[config.mk]
export PLATFORM = sky130hd
export DESIGN_NAME = pdm_gate_accum
export DESIGN_NICKNAME = d
export VERILOG_FILES = /design/src/rtl/pga_pkg.sv /design/src/rtl/pga_gate_timer.sv /design/src/rtl/pga_step_decode.sv /design/src/rtl/pga_integrator.sv /design/src/rtl/pdm_gate_accum.sv
export SDC_FILE = /design/constraint.sdc
export NUM_CORES = 1
export LEC_CHECK = 0
export ABC_AREA = 1
export BUFFER_PORTS_ARGS = -buffer_cell sky130_fd_sc_hd__buf_2
export CELL_PAD_IN_SITES_DETAIL_PLACEMENT = 0
export CELL_PAD_IN_SITES_GLOBAL_PLACEMENT = 1
export CORE_MARGIN = 2
export CORE_UTILIZATION = 45
export DETAILED_ROUTE_END_ITERATION = 8
export GPL_ROUTABILITY_DRIVEN = 0
export PLACE_DENSITY = 0.85
export RECOVER_POWER = 100
export SKIP_CTS_REPAIR_TIMING = 1
export SYNTH_ARGS = -nofsm -noshare
export SYNTH_HDL_FRONTEND = slang
export SYNTH_SLANG_ARGS = --single-unit
[constraint.sdc]
create_clock -name clk -period 5.2 [get_ports clk]
set_input_delay 0.52 -clock clk [delete_from_list [all_inputs] [get_ports clk]]
set_output_delay 0.52 -clock clk [all_outputs]
set_load 0.02 [all_outputs]
[src/rtl/pga_pkg.sv]
package pga_pkg;

    typedef enum logic {
        MODE_COUNT = 1'b0,
        MODE_UPDN  = 1'b1
    } acc_mode_e;

endpackage

[src/rtl/pga_gate_timer.sv]
module pga_gate_timer #(
    parameter int MIN_WIN = 16,
    parameter int MAX_WIN = 65536,
    parameter int WIN_W   = $clog2(MAX_WIN + 1)
) (
    input  logic                  clk,
    input  logic                  rst_n,
    input  logic [WIN_W-1:0]      win_len_i,
    input  logic                  mode_i,
    output logic                  start_o,
    output logic                  last_o,
    output logic [WIN_W-1:0]      len_o,
    output pga_pkg::acc_mode_e    mode_o
);
    import pga_pkg::*;

    localparam logic [WIN_W-1:0] MIN_LEN = WIN_W'(MIN_WIN);
    localparam logic [WIN_W-1:0] MAX_LEN = WIN_W'(MAX_WIN);

    typedef struct packed {
        logic [WIN_W-1:0] tcnt;
        logic [WIN_W-1:0] len;
        acc_mode_e        mode;
    } tmr_t;

    tmr_t tmr_d, tmr_q;

    // Round a requested length to an even value inside the legal range.
    function automatic logic [WIN_W-1:0] legal_len(input logic [WIN_W-1:0] req);
        logic [WIN_W-1:0] even;
        even = {req[WIN_W-1:1], 1'b0};
        if (even < MIN_LEN)      return MIN_LEN;
        else if (even > MAX_LEN) return MAX_LEN;
        else                     return even;
    endfunction

    logic             start;
    logic             last;
    logic [WIN_W-1:0] eff_len;
    acc_mode_e        eff_mode;

    always_comb begin
        start    = (tmr_q.tcnt == '0);
        eff_len  = start ? legal_len(win_len_i) : tmr_q.len;
        eff_mode = start ? acc_mode_e'(mode_i) : tmr_q.mode;
        last     = (tmr_q.tcnt == (eff_len - 1'b1));

        tmr_d      = tmr_q;
        tmr_d.len  = eff_len;
        tmr_d.mode = eff_mode;
        tmr_d.tcnt = last ? '0 : tmr_q.tcnt + 1'b1;
    end

    always_ff @(posedge clk or negedge rst_n) begin
        if (!rst_n) begin
            tmr_q <= '{tcnt: '0, len: MIN_LEN, mode: MODE_COUNT};
        end else begin
            tmr_q <= tmr_d;
        end
    end

    assign start_o = start;
    assign last_o  = last;
    assign len_o   = eff_len;
    assign mode_o  = eff_mode;

endmodule

[src/rtl/pga_step_decode.sv]
module pga_step_decode #(
    parameter int WIN_W = 17,
    parameter int ACC_W = WIN_W + 1
) (
    input  pga_pkg::acc_mode_e        mode_i,
    input  logic [WIN_W-1:0]          len_i,
    input  logic                      pulse_i,
    input  logic                      dir_i,
    output logic signed [ACC_W-1:0]   step_o,
    output logic signed [ACC_W-1:0]   base_o
);
    import pga_pkg::*;

    localparam logic signed [ACC_W-1:0] ONE_P = ACC_W'(1);
    localparam logic signed [ACC_W-1:0] ONE_N = -ACC_W'(1);

    logic [ACC_W-1:0] half_len;

    always_comb begin
        half_len = {{(ACC_W-WIN_W+1){1'b0}}, len_i[WIN_W-1:1]};
        if (mode_i == MODE_UPDN) begin
            step_o = dir_i ? ONE_P : ONE_N;
            base_o = '0;
        end else begin
            step_o = pulse_i ? ONE_P : '0;
            base_o = -$signed(half_len);
        end
    end

endmodule

[src/rtl/pga_integrator.sv]
module pga_integrator #(
    parameter int ACC_W = 18
) (
    input  logic                      clk,
    input  logic                      rst_n,
    input  logic                      start_i,
    input  logic                      last_i,
    input  logic signed [ACC_W-1:0]   base_i,
    input  logic signed [ACC_W-1:0]   step_i,
    output logic signed [ACC_W-1:0]   sample_o,
    output logic                      valid_o
);

    typedef struct packed {
        logic signed [ACC_W-1:0] acc;
        logic signed [ACC_W-1:0] sample;
        logic                    valid;
    } int_t;

    int_t int_d, int_q;

    always_comb begin
        int_d        = int_q;
        int_d.acc    = (start_i ? base_i : int_q.acc) + step_i;
        int_d.sample = last_i ? int_d.acc : int_q.sample;
        int_d.valid  = last_i;
    end

    always_ff @(posedge clk or negedge rst_n) begin
        if (!rst_n) begin
            int_q <= '0;
        end else begin
            int_q <= int_d;
        end
    end

    assign sample_o = int_q.sample;
    assign valid_o  = int_q.valid;

endmodule

[src/rtl/pdm_gate_accum.sv]
module pdm_gate_accum #(
    parameter int MIN_WIN = 16,
    parameter int MAX_WIN = 65536,
    localparam int WIN_W  = $clog2(MAX_WIN + 1),
    localparam int ACC_W  = WIN_W + 1
) (
    input  logic             clk,
    input  logic             rst_n,
    input  logic             pulse_i,
    input  logic             dir_i,
    input  logic             mode_i,
    input  logic [WIN_W-1:0] win_len_i,
    output logic [ACC_W-1:0] sample_o,
    output logic             sample_valid_o
);
    import pga_pkg::*;

    logic                    win_start;
    logic                    win_last;
    logic [WIN_W-1:0]        win_len;
    acc_mode_e               win_mode;
    logic signed [ACC_W-1:0] step;
    logic signed [ACC_W-1:0] base;
    logic signed [ACC_W-1:0] sample_s;

    pga_gate_timer #(
        .MIN_WIN (MIN_WIN),
        .MAX_WIN (MAX_WIN),
        .WIN_W   (WIN_W)
    ) u_timer (
        .clk       (clk),
        .rst_n     (rst_n),
        .win_len_i (win_len_i),
        .mode_i    (mode_i),
        .start_o   (win_start),
        .last_o    (win_last),
        .len_o     (win_len),
        .mode_o    (win_mode)
    );

    pga_step_decode #(
        .WIN_W (WIN_W),
        .ACC_W (ACC_W)
    ) u_step (
        .mode_i  (win_mode),
        .len_i   (win_len),
        .pulse_i (pulse_i),
        .dir_i   (dir_i),
        .step_o  (step),
        .base_o  (base)
    );

    pga_integrator #(
        .ACC_W (ACC_W)
    ) u_integ (
        .clk      (clk),
        .rst_n    (rst_n),
        .start_i  (win_start),
        .last_i   (win_last),
        .base_i   (base),
        .step_i   (step),
        .sample_o (sample_s),
        .valid_o  (sample_valid_o)
    );

    assign sample_o = sample_s;

endmodule

# --- Word level (Yosys, flattened, before mapping) ---
# Cells that the tools add are included.
totals:
  rom_bits: 0
  mem_bits_rw: 0
  elab_cells: 24
  inputBits: 22
  output_inout_bits: 19
  ff_bits: 72
  n_memories: 0
  latchBits: 0
classes:
  multipliers: 0
  n_bitwise: 0
  n_addsub: 4
  n_lt_le_gt_ge: 2
  eq_ne: 1
  div_mod_pow: 0
  reduce_logical: 1
  shifts: 0
  muxes: 10
op_table:
  columns: ["op", "count"]
  rows:
  - ["$mux 18", 4]
  - ["$mux 17", 4]
  - ["$add 18x18->18", 1]
  - ["$neg 16->18", 1]
  - ["$add 17x1->17 const B", 1]
  - ["$eq 17x17->1", 1]
  - ["$gt 17x17->1 const B", 1]
  - ["$logic_not 17->1", 1]
  - ["$lt 17x5->1 const B", 1]
  - ["$sub 17x1->17 const B", 1]
  - ["$mux 1", 2]

# --- Longest topological paths before layout ---
depth:
  ltp_word: 8
  ltp_mapped: 32
  mapped_depth_nobuf: 32

# --- Modules after synthesis ---
# From an unflattened synthesis, not the netlist that was laid out.
unflattened:
  cells_unflattened: 854
  area_unflattened_um2: 5836.8
by_module_without_submodules:
  columns: ["mod", "area_each_um2", "cells_per_inst", "seq_area_each_um2", "instances"]
  rows:
  - ["pga_gate_timer", 2653.8, 402, 877.1, 1]
  - ["pga_integrator", 2548.7, 324, 925.9, 1]
  - ["pga_step_decode", 634.4, 128, 0.0, 1]

# --- Worst setup path before layout ---
# OpenSTA, ideal clock, no wires.
synth_path:
  path_type: "reg2reg"
  startpoint: "reg u_timer.tmr_q[18] (netlist bit)"
  endpoint: "reg u_integ.int_q (netlist bit u_integ.sample_o[14])"
  required_ps: 5079
  path_stages_with_launch: 25
  synth_period_minus_slack_ps: 4179
  arrival_time_ps: 4058
  setup_slack_ps: 1021
  setup_time_ps: 121
  n_path_buf: 1
  cell_sequence: "dfrtp_1 inv_1 ha_1 inv_1 nor2_1 nand2_1 nor2_1 nand2_2 buf_2 inv_1 or2_2 nand2_1 nor2_1 ha_1 nand2_1 nand2_1 a21oi_1 o21ai_0 a21boi_0 o21ai_0 a31oi_1 o21ai_0 xor2_1 nand2_1 nand2_1"
synth_rtl:
  columns: ["element", "line", "source"]
  rows:
  - ["start: declaration", "pga_gate_timer.sv:26", "tmr_t tmr_d, tmr_q;"]
  - ["start signal: assignment", "pga_gate_timer.sv:56", "tmr_q <= '{tcnt: '0, len: MIN_LEN, mode: MODE_COUNT};"]
  - ["start signal: assignment", "pga_gate_timer.sv:58", "tmr_q <= tmr_d;"]
  - ["end signal: assignment", "pga_integrator.sv:33", "int_q <= int_d;"]
  - ["end: declaration", "pga_integrator.sv:20", "int_t int_d, int_q;"]

==> qor.csv <==
metric;value;unit
Port Buffers;39;
adder-cell share of the synthesized area;5.58;%
TritonCTS Buffers;9;
Critical Path Most Common Cell;nand2_1;
Die Width;112;um
highest-delay cell along the critical path;dfrtp_1;
failing checks;max-capacitance violations, max-slew violations;
number of nets in the layout;778;
clock slew at reported path FFs;60;ps
# IOs;41;
Hold Path Class;reg -> reg;
Synth area leader;dfrtp_1;
EDFF count, synth;0;
Sink Count;72;
routed length per instance;14.8;um
CP max FO;6;
leakage power;2.83;nW
post-synthesis mux area share;0;%
Compound-Gate Fraction of Synth Area;10.4;%
Routed WL;13000;um
initial antenna violation count;0;
Routed Antenna Nets;0;
placed cells;865;
first drt pass iteration count;5;
fin util;50.0;%
Slew Limit Fails;73;
row cnt;39;
grt total ovfl;0;
min Tclk post-route;4740;ps
Root Driver;clkbuf_16;
status;finished, violations left;
simple-gate portion of the synthesized area;32.8;%
Synth Net Count;751;
sequential-to-total area share from yosys stat;34.0;%
antenna diode count;0;
kind of critical path;reg -> reg;
Worst EP arrival;5020;ps
worst-case clock skew;5.69;ps
synth unique cells;41;
initial core utilization;46.2;%
CORE AREA;11500;um^2
GRT Total Usage;21.7;%
Mean Syn Cell Area;7.50;um^2
Clock Tree Buf Depth;2;
layout cell share with drive strength beyond 1;12.6;%
WHS;478;ps
MaxCap Viol Count;1;
slowest stage delay, CP;380;ps
top cells by area, synth;dfrtp_1 (34%), nand2_1 (13%), inv_1 (5.5%);
Cell Count, Final, Fillers Out;880;
Max VDD drop;0.228;mV
H-Tree Depth;3;
Most used DFF post-synth;dfrtp_1;
TNS Setup;0;ps
startpoint types;flip-flop;
Yosys reg bits;72;
height of the die;112;um
Via density;5.15;
main combinational cell family by area after synthesis;simple AND/OR/NAND/NOR gates;
maximum clock frequency;211;MHz
Clock Latency Late Sink;340;ps
# DRC;0;
Fillers;1137;
slew margin rel.;-166;%
mapped cell area;5300;um^2
final-report hold violation count;0;
initial drt markers;279;
CTS tree;done;
Synth-to-Final Area Change;8.27;%
die area;12700;um^2
fin crit share;91.1;%
Synth Area in XOR/XNOR;6.45;%
Final Setup Violations;0;
HPWL Detailed;9870;um
worst-margin pin slew;3990;ps
CP endpoint kind;flip-flop;
cells after synthesis;706;
Yosys top cell area share;33.5;%
power per cell area;586;nW/um^2
vias in the first global route;4428;
RSZ-0062 raised after global routing;false;
r2r setup slk;460;ps
async set or reset register ratio after synthesis;100;%
Ys Warns;0;
CP required;5480;ps
first-pass GRT wire length;21900;um
via count;4533;
largest net degree at the start of global routing;73;
==> per-stage QoR <==
stage          power (mW)  setup slack, ps  instance area, um^2
4_1_cts              3.38              329                 5790
3_3_place_gp         2.69              502                 5490
2_1_floorplan        2.30             1020                 5300
6_report             3.36              460                 5730
5_1_grt              3.66             31.8                 5730
3_5_place_dp         2.73              381                 5490
==> path summary, 6_finish.rpt <==
check,from,endpoint,depth (start not counted)
min in group asynchronous,rst_n,u_integ.valid_o,1
setup reg to reg,u_timer.tmr_q[18],u_integ.sample_o[17],28
max in group asynchronous,rst_n,u_timer.tmr_q[1],1
setup / recovery,u_timer.tmr_q[18],u_integ.sample_o[17],28
hold / removal,u_timer.tmr_q[18],u_timer.tmr_q[18],1
hold reg to reg,u_timer.tmr_q[18],u_timer.tmr_q[18],1
==> kinds of logic (layout without fill, tap and decap cells) <==
family | Yosys count | in the layout
and+or+nand+nor | 366 | 366
buffers and inverters | 117 | 148
AOI/OAI and AO/OA | 89 | 89
DFF | 72 | 72
xor gates and xnor gates | 39 | 39
adders and majority gates | 23 | 23
==> layer usage <==
metal,global-route usage (%),vias up,routed length [um]
met3,3.56,18,539
met5,0,-,0
met2,34.9,106,5860
met1,29.9,2118,6370
li1,-,2291,-
met4,7.48,0,228
==> cell usage in the layout (no fill, tap or decap), types with 2 or more instances in the layout <==
cell type / synthesis / routed
buf_4: 20 / 7
nand3b_1: 4 / 4
nor2_2: 8 / 8
or2_2: 5 / 5
clkbuf_16: 0 / 9
a21oi_1: 28 / 27
o211ai_1: 4 / 4
nand4_1: 10 / 10
nor2_4: 8 / 9
clkinv_1: 0 / 2
o31ai_1: 2 / 2
a32o_1: 5 / 5
xor2_1: 28 / 28
o21ai_0: 21 / 21
ha_1: 22 / 22
nor3_1: 9 / 9
nor2_1: 68 / 68
buf_2: 5 / 19
o21ai_1: 2 / 2
clkbuf_1: 1 / 23
nand2_2: 20 / 11
inv_2: 7 / 4
o21bai_1: 18 / 18
o21a_1: 2 / 2
inv_1: 77 / 78
a31oi_1: 4 / 3
nand3_1: 38 / 38
xnor2_1: 11 / 11
nand2_1: 183 / 192
nand3_2: 3 / 3
nand2_4: 5 / 5
dfrtp_1: 71 / 71
clkinvlp_4: 0 / 2
==> final cells by class <==
| type | count | area (um^2) | share of cell area (%) |
|---|---|---|---|
| Clock buffer | 11 | 243 | 4.23 |
| Clock inverter | 4 | 53.8 | 0.938 |
| Inverter | 85 | 322 | 5.61 |
| Multi-Input combinational cell | 517 | 2900 | 50.6 |
| Sequential cell | 72 | 1800 | 31.4 |
| Tap cell | 143 | 179 | 3.12 |
| Timing Repair Buffer | 48 | 230 | 4.01 |
==> Yosys cell counts (9+ instances only) <==
master	count
o21bai_1	18
xor2_1	28
nand4_1	10
o21ai_0	21
nand2_1	183
inv_1	77
xnor2_1	11
nand3_1	38
dfrtp_1	71
ha_1	22
a21oi_1	28
nand2_2	20
nor2_1	68
buf_4	20
nor3_1	9
==> report_power, final <==
| part | internal [mW] | leakage [nW] | switching, mW |
|---|---|---|---|
| Clock | 0.384 | 0.138 | 0.249 |
| Sequential | 0.720 | 0.841 | 0.0611 |
| Combinational | 0.657 | 1.85 | 1.29 |
| Total | 1.76 | 2.83 | 1.60 |
==> registers in the layout, summed over array words and instances, names as in the netlist <==
signal / cells
u_integ.int_q: 18
u_integ.valid_o: 1
u_timer.tmr_q: 35
u_integ.sample_o: 18
==> critical path, delay by kind of cell (launching register included) <==
family	cells	cell delay, ps
simple gates	17	2250
fa+ha+maj	3	800
compound gates	2	520
buf+inv	5	500
flops	1	380
xor+xnor	1	210
No activity file was read; power rests on OpenSTA's default activity.
